<file path="src/rtl/pmev_pkg.sv">
package pmev_pkg;
  localparam int REG_W = 16;
  // status / enable bit positions (software decodes these)
  localparam int B_TMR  = 0;
  localparam int B_BM   = 4;
  localparam int B_GBL  = 5;
  localparam int B_PWR  = 8;
  localparam int B_SLP  = 9;
  localparam int B_RTC  = 10;
  localparam int B_PCIE = 14;
  localparam int B_WAK  = 15;
  localparam logic [REG_W-1:0] IMPL_MASK =
    (16'h1 << B_TMR) | (16'h1 << B_BM)  | (16'h1 << B_GBL)  | (16'h1 << B_PWR) |
    (16'h1 << B_SLP) | (16'h1 << B_RTC) | (16'h1 << B_PCIE) | (16'h1 << B_WAK);
  // word selects (bus_addr[3:1])
  typedef enum logic [2:0] {
    SEL_STS = 3'd0, SEL_EN = 3'd1, SEL_MODE = 3'd2, SEL_CLO = 3'd4, SEL_CHI = 3'd5
  } reg_sel_e;
endpackage

</file>
<file path="src/rtl/pmev_rst_sync.sv">
module pmev_rst_sync (
  input  logic clk,
  input  logic rst_n,
  output logic rst_n_s
);
  logic [1:0] sync_q;
  always_ff @(posedge clk or negedge rst_n) begin
    if (!rst_n) sync_q <= 2'b00;
    else        sync_q <= {sync_q[0], 1'b1};
  end
  assign rst_n_s = sync_q[1];
endmodule

</file>
<file path="src/rtl/pmev_timer.sv">
module pmev_timer #(
  parameter int CNT_W = 24
) (
  input  logic             clk,
  input  logic             rst_n,
  output logic [CNT_W-1:0] cnt_o,
  output logic             toggle_o
);
  logic [CNT_W-1:0] cnt_q, cnt_d;
  logic             msb_q;

  always_comb cnt_d = cnt_q + 1'b1;

  always_ff @(posedge clk or negedge rst_n) begin
    if (!rst_n) begin
      cnt_q <= '0;
      msb_q <= 1'b0;
    end else begin
      cnt_q <= cnt_d;
      msb_q <= cnt_q[CNT_W-1];
    end
  end

  assign cnt_o    = cnt_q;
  assign toggle_o = cnt_q[CNT_W-1] ^ msb_q;

  AST_TMR_STEP: assert property (@(posedge clk) disable iff (!rst_n)
    1'b1 |=> (cnt_q - $past(cnt_q)) == CNT_W'(1));
endmodule

</file>
<file path="src/rtl/pmev_status.sv">
module pmev_status
  import pmev_pkg::*;
(
  input  logic             clk,
  input  logic             rst_n,
  input  logic [REG_W-1:0] set_i,
  input  logic [REG_W-1:0] lvl_i,
  input  logic [REG_W-1:0] clr_i,
  output logic [REG_W-1:0] sts_o
);
  logic [REG_W-1:0] sts_q, sts_d, eff_clr;

  always_comb begin
    eff_clr = clr_i & ~lvl_i;
    sts_d   = ((sts_q & ~eff_clr) | set_i | lvl_i) & IMPL_MASK;
  end

  always_ff @(posedge clk or negedge rst_n) begin
    if (!rst_n) sts_q <= '0;
    else        sts_q <= sts_d;
  end

  assign sts_o = sts_q;

  AST_SET_STICKS: assert property (@(posedge clk) disable iff (!rst_n)
    (set_i & IMPL_MASK) != '0 |=> (sts_o & $past(set_i & IMPL_MASK)) == $past(set_i & IMPL_MASK));
  AST_W1C_CLEARS: assert property (@(posedge clk) disable iff (!rst_n)
    (clr_i & ~set_i & ~lvl_i) != '0 |=> (sts_o & $past(clr_i & ~set_i & ~lvl_i)) == '0);
  AST_LEVEL_HOLD: assert property (@(posedge clk) disable iff (!rst_n)
    lvl_i[B_PCIE] |=> sts_o[B_PCIE]);
endmodule

</file>
<file path="src/rtl/pmev_route.sv">
module pmev_route
  import pmev_pkg::*;
(
  input  logic             clk,
  input  logic             rst_n,
  input  logic [REG_W-1:0] sts_i,
  input  logic [REG_W-1:0] en_i,
  input  logic             mode_i,
  output logic             sci_o,
  output logic             smi_o
);
  logic req;
  always_comb begin
    req   = |(sts_i & en_i);
    sci_o = req & mode_i;
    smi_o = req & ~mode_i;
  end

  AST_ROUTE_EXCL: assert property (@(posedge clk) disable iff (!rst_n)
    !(sci_o && smi_o));
endmodule

</file>
<file path="src/rtl/pmev_regs.sv">
module pmev_regs
  import pmev_pkg::*;
#(
  parameter int CNT_W         = 24,
  parameter bit NEW_MODE_ONLY = 1'b0
) (
  input  logic        clk,
  input  logic        rst_n,
  input  logic [3:0]  bus_addr,
  input  logic        bus_wr,
  input  logic [1:0]  bus_be,
  input  logic [15:0] bus_wdata,
  output logic [15:0] bus_rdata,
  input  logic        bm_req_i,
  input  logic        gbl_req_i,
  input  logic        pwrbtn_i,
  input  logic        slpbtn_i,
  input  logic        rtc_alarm_i,
  input  logic        pcie_wake_i,
  input  logic        wake_evt_i,
  output logic        sci_o,
  output logic        smi_o
);
  localparam int EXT_W = 32;

  logic             rst_n_s;
  logic [CNT_W-1:0] cnt;
  logic             tmr_tgl;
  logic [REG_W-1:0] lane_mask, set_vec, lvl_vec, clr_vec, sts;
  logic [REG_W-1:0] en_q, en_d;
  logic             mode, hit_sts, hit_en, hit_mode;
  logic [EXT_W-1:0] cnt_ext;
  reg_sel_e         sel;

  pmev_rst_sync u_rst (.clk(clk), .rst_n(rst_n), .rst_n_s(rst_n_s));

  pmev_timer #(.CNT_W(CNT_W)) u_tmr (
    .clk(clk), .rst_n(rst_n_s), .cnt_o(cnt), .toggle_o(tmr_tgl));

  // bus decode
  always_comb begin
    sel       = reg_sel_e'(bus_addr[3:1]);
    lane_mask = {{8{bus_be[1]}}, {8{bus_be[0]}}};
    hit_sts   = bus_wr && !bus_addr[0] && sel == SEL_STS;
    hit_en    = bus_wr && !bus_addr[0] && sel == SEL_EN;
    hit_mode  = bus_wr && !bus_addr[0] && sel == SEL_MODE && bus_be[0];
  end

  // event sources into status
  always_comb begin
    set_vec         = '0;
    set_vec[B_TMR]  = tmr_tgl;
    set_vec[B_BM]   = bm_req_i;
    set_vec[B_GBL]  = gbl_req_i;
    set_vec[B_PWR]  = pwrbtn_i;
    set_vec[B_SLP]  = slpbtn_i;
    set_vec[B_RTC]  = rtc_alarm_i;
    set_vec[B_WAK]  = wake_evt_i;
    lvl_vec         = '0;
    lvl_vec[B_PCIE] = pcie_wake_i;
    clr_vec         = hit_sts ? (bus_wdata & lane_mask) : '0;
  end

  pmev_status u_sts (
    .clk(clk), .rst_n(rst_n_s), .set_i(set_vec), .lvl_i(lvl_vec),
    .clr_i(clr_vec), .sts_o(sts));

  // enable register
  always_comb begin
    en_d = en_q;
    if (hit_en) en_d = ((en_q & ~lane_mask) | (bus_wdata & lane_mask)) & IMPL_MASK;
  end

  always_ff @(posedge clk or negedge rst_n_s) begin
    if (!rst_n_s) en_q <= '0;
    else          en_q <= en_d;
  end

  // mode bit
  generate
    if (NEW_MODE_ONLY) begin : g_fixed_mode
      assign mode = 1'b1;
    end else begin : g_mode_reg
      logic mode_q, mode_d;
      always_comb mode_d = hit_mode ? bus_wdata[0] : mode_q;
      always_ff @(posedge clk or negedge rst_n_s) begin
        if (!rst_n_s) mode_q <= 1'b0;
        else          mode_q <= mode_d;
      end
      assign mode = mode_q;
      AST_MODE_WRITE: assert property (@(posedge clk) disable iff (!rst_n_s)
        hit_mode |=> mode == $past(bus_wdata[0]));
    end
  endgenerate

  pmev_route u_route (
    .clk(clk), .rst_n(rst_n_s), .sts_i(sts), .en_i(en_q), .mode_i(mode),
    .sci_o(sci_o), .smi_o(smi_o));

  // read mux
  always_comb begin
    cnt_ext   = EXT_W'(cnt);
    bus_rdata = '0;
    if (!bus_addr[0]) begin
      case (sel)
        SEL_STS:  bus_rdata = sts;
        SEL_EN:   bus_rdata = en_q;
        SEL_MODE: bus_rdata = {15'd0, mode};
        SEL_CLO:  bus_rdata = cnt_ext[15:0];
        SEL_CHI:  bus_rdata = cnt_ext[31:16];
        default:  bus_rdata = '0;
      endcase
    end
  end
endmodule

</file>
<file path="config.mk">
export PLATFORM = sky130hd
export DESIGN_NAME = pmev_regs
export DESIGN_NICKNAME = d
export VERILOG_FILES = /design/src/rtl/pmev_pkg.sv /design/src/rtl/pmev_rst_sync.sv /design/src/rtl/pmev_timer.sv /design/src/rtl/pmev_status.sv /design/src/rtl/pmev_route.sv /design/src/rtl/pmev_regs.sv
export SDC_FILE = /design/constraint.sdc
export NUM_CORES = 1
export LEC_CHECK = 0
export ABC_AREA = 1
export BUFFER_PORTS_ARGS = -buffer_cell sky130_fd_sc_hd__buf_2
export CAP_MARGIN = 10
export CORE_MARGIN = 3
export CORE_UTILIZATION = 42
export DETAILED_ROUTE_END_ITERATION = 6
export MAX_ROUTING_LAYER = met4
export PLACE_DENSITY_LB_ADDON = 0.08
export SYNTH_ARGS = -nofsm -noshare
export SYNTH_HDL_FRONTEND = slang
export SYNTH_SLANG_ARGS = --single-unit
</file>
<file path="constraint.sdc">
create_clock -name clk -period 1.3 [get_ports clk]
set_input_delay 0.26 -clock clk [delete_from_list [all_inputs] [get_ports clk]]
set_output_delay 0.26 -clock clk [all_outputs]
set_load 0.01 [all_outputs]
</file>
==> results_tabular.tex <==
\begin{tabular}{lr}
\hline
Metric & Value \\
\hline
\multicolumn{2}{l}{\textbf{Clock network}} \\
CTS HTree Levels & 2 \\
Maximum buffer depth of the clock tree & 2 \\
\# clock sinks & 44 \\
Clock buffer count from CTS & 5 \\
CTS Root Cell & sky130\_fd\_sc\_hd\_\_clkbuf\_8 \\
Clock-pin transition on the worst setup and hold timing paths & 0.09 ns \\
Clock tree from TritonCTS & built \\
Clock latency of the later-clocked register in the worst-skew pair & 0.30 ns \\
\multicolumn{2}{l}{\textbf{Layout}} \\
Post-layout instance count excluding filler cells & 530 \\
Area added between synthesis and finish & 59.4\% \\
Utilization of the core after routing & 0.707 \\
Layout cell share with drive strength beyond 1 & 0.502 \\
Antenna diode instance count & 0 \\
Final nets & 490 \\
Number of filler instances in the final layout & 452 \\
\multicolumn{2}{l}{\textbf{Critical path}} \\
Startpoint type of the worst setup path & flip-flop \\
Crit Reg-Reg Endpoint & u\_tmr.cnt\_o[18] \\
Worst Path Max Fanout & 2 \\
Type of the setup path with the least slack & flip-flop to primary output \\
Data required time at the worst endpoint & 1.04 ns \\
Register-to-register setup slack & -0.08 ns \\
Data arrival time of the worst path & 1.24 ns \\
Crit. End Element & primary output \\
Number of cells on the worst reg-to-reg path & 7 \\
Startpoint of the worst-slack reg-to-reg timing path & u\_tmr.cnt\_o[0] \\
\multicolumn{2}{l}{\textbf{Global routing}} \\
Vias in the first global route & 2572 \\
Overall Global Routing Usage & 0.220 \\
Wire length of the first global-routing pass & 12100 um \\
Maximum number of pins on one net before global-route repair & 43 \\
Initial antenna violation count & 0 \\
Total congestion overflow & 0 \\
\multicolumn{2}{l}{\textbf{Timing}} \\
Hold WS & 0.141 ns \\
Setup\_tns & -2.61 ns \\
Unrepaired setup endpoints after global routing & yes \\
Final Hold Fails & 0 \\
Final Max Tran Viols & 0 \\
Time the worst path needs with I/O delays and setup & 1.50 ns \\
Share of the clock period used by the worst path & 1.15 \\
Number of setup violations in the final report & 23 \\
Max Clock Skew & 0.0112 ns \\
Slack of the critical path & -0.197 ns \\
Maximum clock frequency & 668 MHz \\
\multicolumn{2}{l}{\textbf{Run status}} \\
Violated checks & setup timing \\
Outcome & finished, violations left \\
\multicolumn{2}{l}{\textbf{Synthesis}} \\
Seq cells post-synth & 44 \\
Area contributors post-synth & sky130\_fd\_sc\_hd\_\_dfrtp\_1, sky130\_fd\_sc\_hd\_\_nand2\_1, sky130\_fd\_sc\_hd\_\_nor2\_1, sky130\_fd\_sc\_hd\_\_inv\_1, sky130\_fd\_sc\_hd\_\_nand3\_1 \\
Post-synthesis cell type count & 23 \\
Number of synthesis warnings & 0 \\
Post-synthesis net count & 376 \\
Mean instance size in the synthesized netlist & 7.25 um\^{}2 \\
Netlist area before placement & 2490 um\^{}2 \\
Cells after Synth & 343 \\
Cell type contributing the most total cell area after synthesis & sky130\_fd\_sc\_hd\_\_dfrtp\_1 \\
Sequential-to-total area share from yosys stat & 0.443 \\
Top-area cell type share of the netlist area & 0.443 \\
\multicolumn{2}{l}{\textbf{Floorplanning}} \\
I/O pin count & 50 \\
Rows & 27 \\
Die outline height & 83.0 um \\
Starting Density & 0.444 \\
Core region area & 5610 um\^{}2 \\
Die Area & 6880 um\^{}2 \\
Die outline width & 83.0 um \\
\multicolumn{2}{l}{\textbf{Route}} \\
Routed length per instance & 14.6 um \\
Total vias in the final route & 2593 \\
Routed WL & 7760 um \\
Count of unresolved DRC violations after routing & 0 \\
Iteration-0 DRC Markers & 106 \\
DRT Pass-1 Iters & 5 \\
Number of antenna-violating nets in the routed design & 0 \\
Vias per cell & 4.89 \\
\multicolumn{2}{l}{\textbf{Min path}} \\
Min-Delay Path Depth & 3 \\
Hold Crit Start & slpbtn\_i \\
Type of the most critical hold path & input pin to flip-flop \\
Worst-case hold path end point & u\_sts.sts\_o[9] \\
\multicolumn{2}{l}{\textbf{Power}} \\
Leakage component of the power & 2.03 nW \\
Power density over the cells & 806 nW/um\^{}2 \\
Max rail drop VDD & 460 uV \\
\multicolumn{2}{l}{\textbf{Placement}} \\
Count of port buffers added during placement & 41 \\
Post-Place Worst Slack & -0.237 ns \\
HPWL reported at the end of detailed placement & 4890 um \\
Routability-driven placement congestion ratio & 0.842 \\
Inst Count DP & 479 \\
\multicolumn{2}{l}{\textbf{Flow run}} \\
Max-cap check violation count & 0 \\
\hline
\end{tabular}
layout make-up:
type | instances | area [um^2] | area share
clock inverters | 1 | 30.0 | 0.00757
flip-flops and latches | 44 | 1110 | 0.281
well taps | 72 | 90.1 | 0.0227
multi-input cells | 256 | 1570 | 0.397
clock buffers | 7 | 96.3 | 0.0243
repair buffers | 109 | 885 | 0.223
inverters | 41 | 179 | 0.0451
worst max-delay path, stage by stage, from the launching register on:
cell and delay (ns):
sky130_fd_sc_hd__dfrtp_1 0.42, sky130_fd_sc_hd__nand2_1 0.09, sky130_fd_sc_hd__nand2_1 0.06, sky130_fd_sc_hd__nor2_2 0.15, sky130_fd_sc_hd__a21oi_1 0.08, sky130_fd_sc_hd__buf_2 0.14
metrics by stage:
step                power (mW)  instance area (um^2)
detailed placement        1.86                  2970
CTS                       3.14                  3540
floorplan                 1.70                  2490
global route              3.33                  3970
finish                    3.19                  3970
global placement          1.85                  2970
placed cells by master (no fill, tap or decap), types with 9 or more instances in the layout:
cell                      instances
sky130_fd_sc_hd__nand2_1         88
sky130_fd_sc_hd__nor2_1          21
sky130_fd_sc_hd__buf_2           36
sky130_fd_sc_hd__nor2_4          15
sky130_fd_sc_hd__dfrtp_2          9
sky130_fd_sc_hd__nand2_4         14
sky130_fd_sc_hd__o21ai_0         13
sky130_fd_sc_hd__buf_4           44
sky130_fd_sc_hd__nand2_2         28
sky130_fd_sc_hd__nand3_1         14
sky130_fd_sc_hd__dfrtp_1         35
sky130_fd_sc_hd__inv_1           28
sky130_fd_sc_hd__buf_6           23
sky130_fd_sc_hd__xor2_1           9
sky130_fd_sc_hd__nor2_2          16
sky130_fd_sc_hd__inv_2            9
routing by layer:
metal | routed length [um] | vias up | GRT usage
met1 | 3330 | 1245 | 0.259
met5 | 0 | - | -
met2 | 4030 | 53 | 0.377
met3 | 262 | 10 | 0.0397
li1 | - | 1285 | -
met4 | 138 | 0 | 0.0758
worst max-delay path by stage:
stage                          to            from  slack (ns)  depth (start not counted)
detailed placement  bus_rdata[13]     bus_addr[2]       -0.24                          8
global route                smi_o       flip-flop       -0.23                          5
finish                      smi_o       flip-flop       -0.20                          5
global placement    bus_rdata[13]     bus_addr[2]       -0.20                          8
floorplan           bus_rdata[13]     bus_addr[2]        0.02                          6
CTS                  bus_rdata[0]  u_tmr.cnt_o[0]       -0.18                          6
synthesized netlist by cell type, drive strengths merged:
| cell | instances |
|---|---|
| ha | 1 |
| dfrtp | 44 |
| nor2 | 52 |
| nor3 | 2 |
| nand4 | 1 |
| o21ai | 20 |
| conb | 1 |
| a21oi | 7 |
| inv | 41 |
| xnor2 | 7 |
| xor2 | 9 |
| o21bai | 2 |
| buf | 2 |
| nand3 | 22 |
| nand2 | 131 |
| nand3b | 1 |
cell families (layout without fill, tap and decap cells):
family                   count (synthesis)  in the layout  share of synthesized area
AO/OA/AOI/OAI                           29             29                     0.0604
XOR/XNOR                                16             16                     0.0563
adder cells (fa/ha/maj)                  1              1                    0.00503
buffers and inverters                   43            158                     0.0709
flip-flops                              44             44                      0.443
other                                    1              1                    0.00151
AND/OR/NAND/NOR                        209            209                      0.363
what timing repair did:
action / 4_1_cts / 5_1_grt
setup endpoints to repair: 20 / 33
buffers inserted: 29 / 13
pin swaps: 42 / 48
gates resized for setup: 69 / 95
gates cloned: 0 / 1
hold buffers: 1 / 0
endpoints found under the hold margin: 2 / 0
power breakdown:
| part | switching (mW) | total (mW) | internal (mW) |
|---|---|---|---|
| Combinational | 0.283 | 0.533 | 0.249 |
| Clock | 0.502 | 1.18 | 0.679 |
| Sequential | 0.0496 | 1.48 | 1.43 |
| Total | 0.835 | 3.19 | 2.36 |
Power figures use the tool's default switching activity.
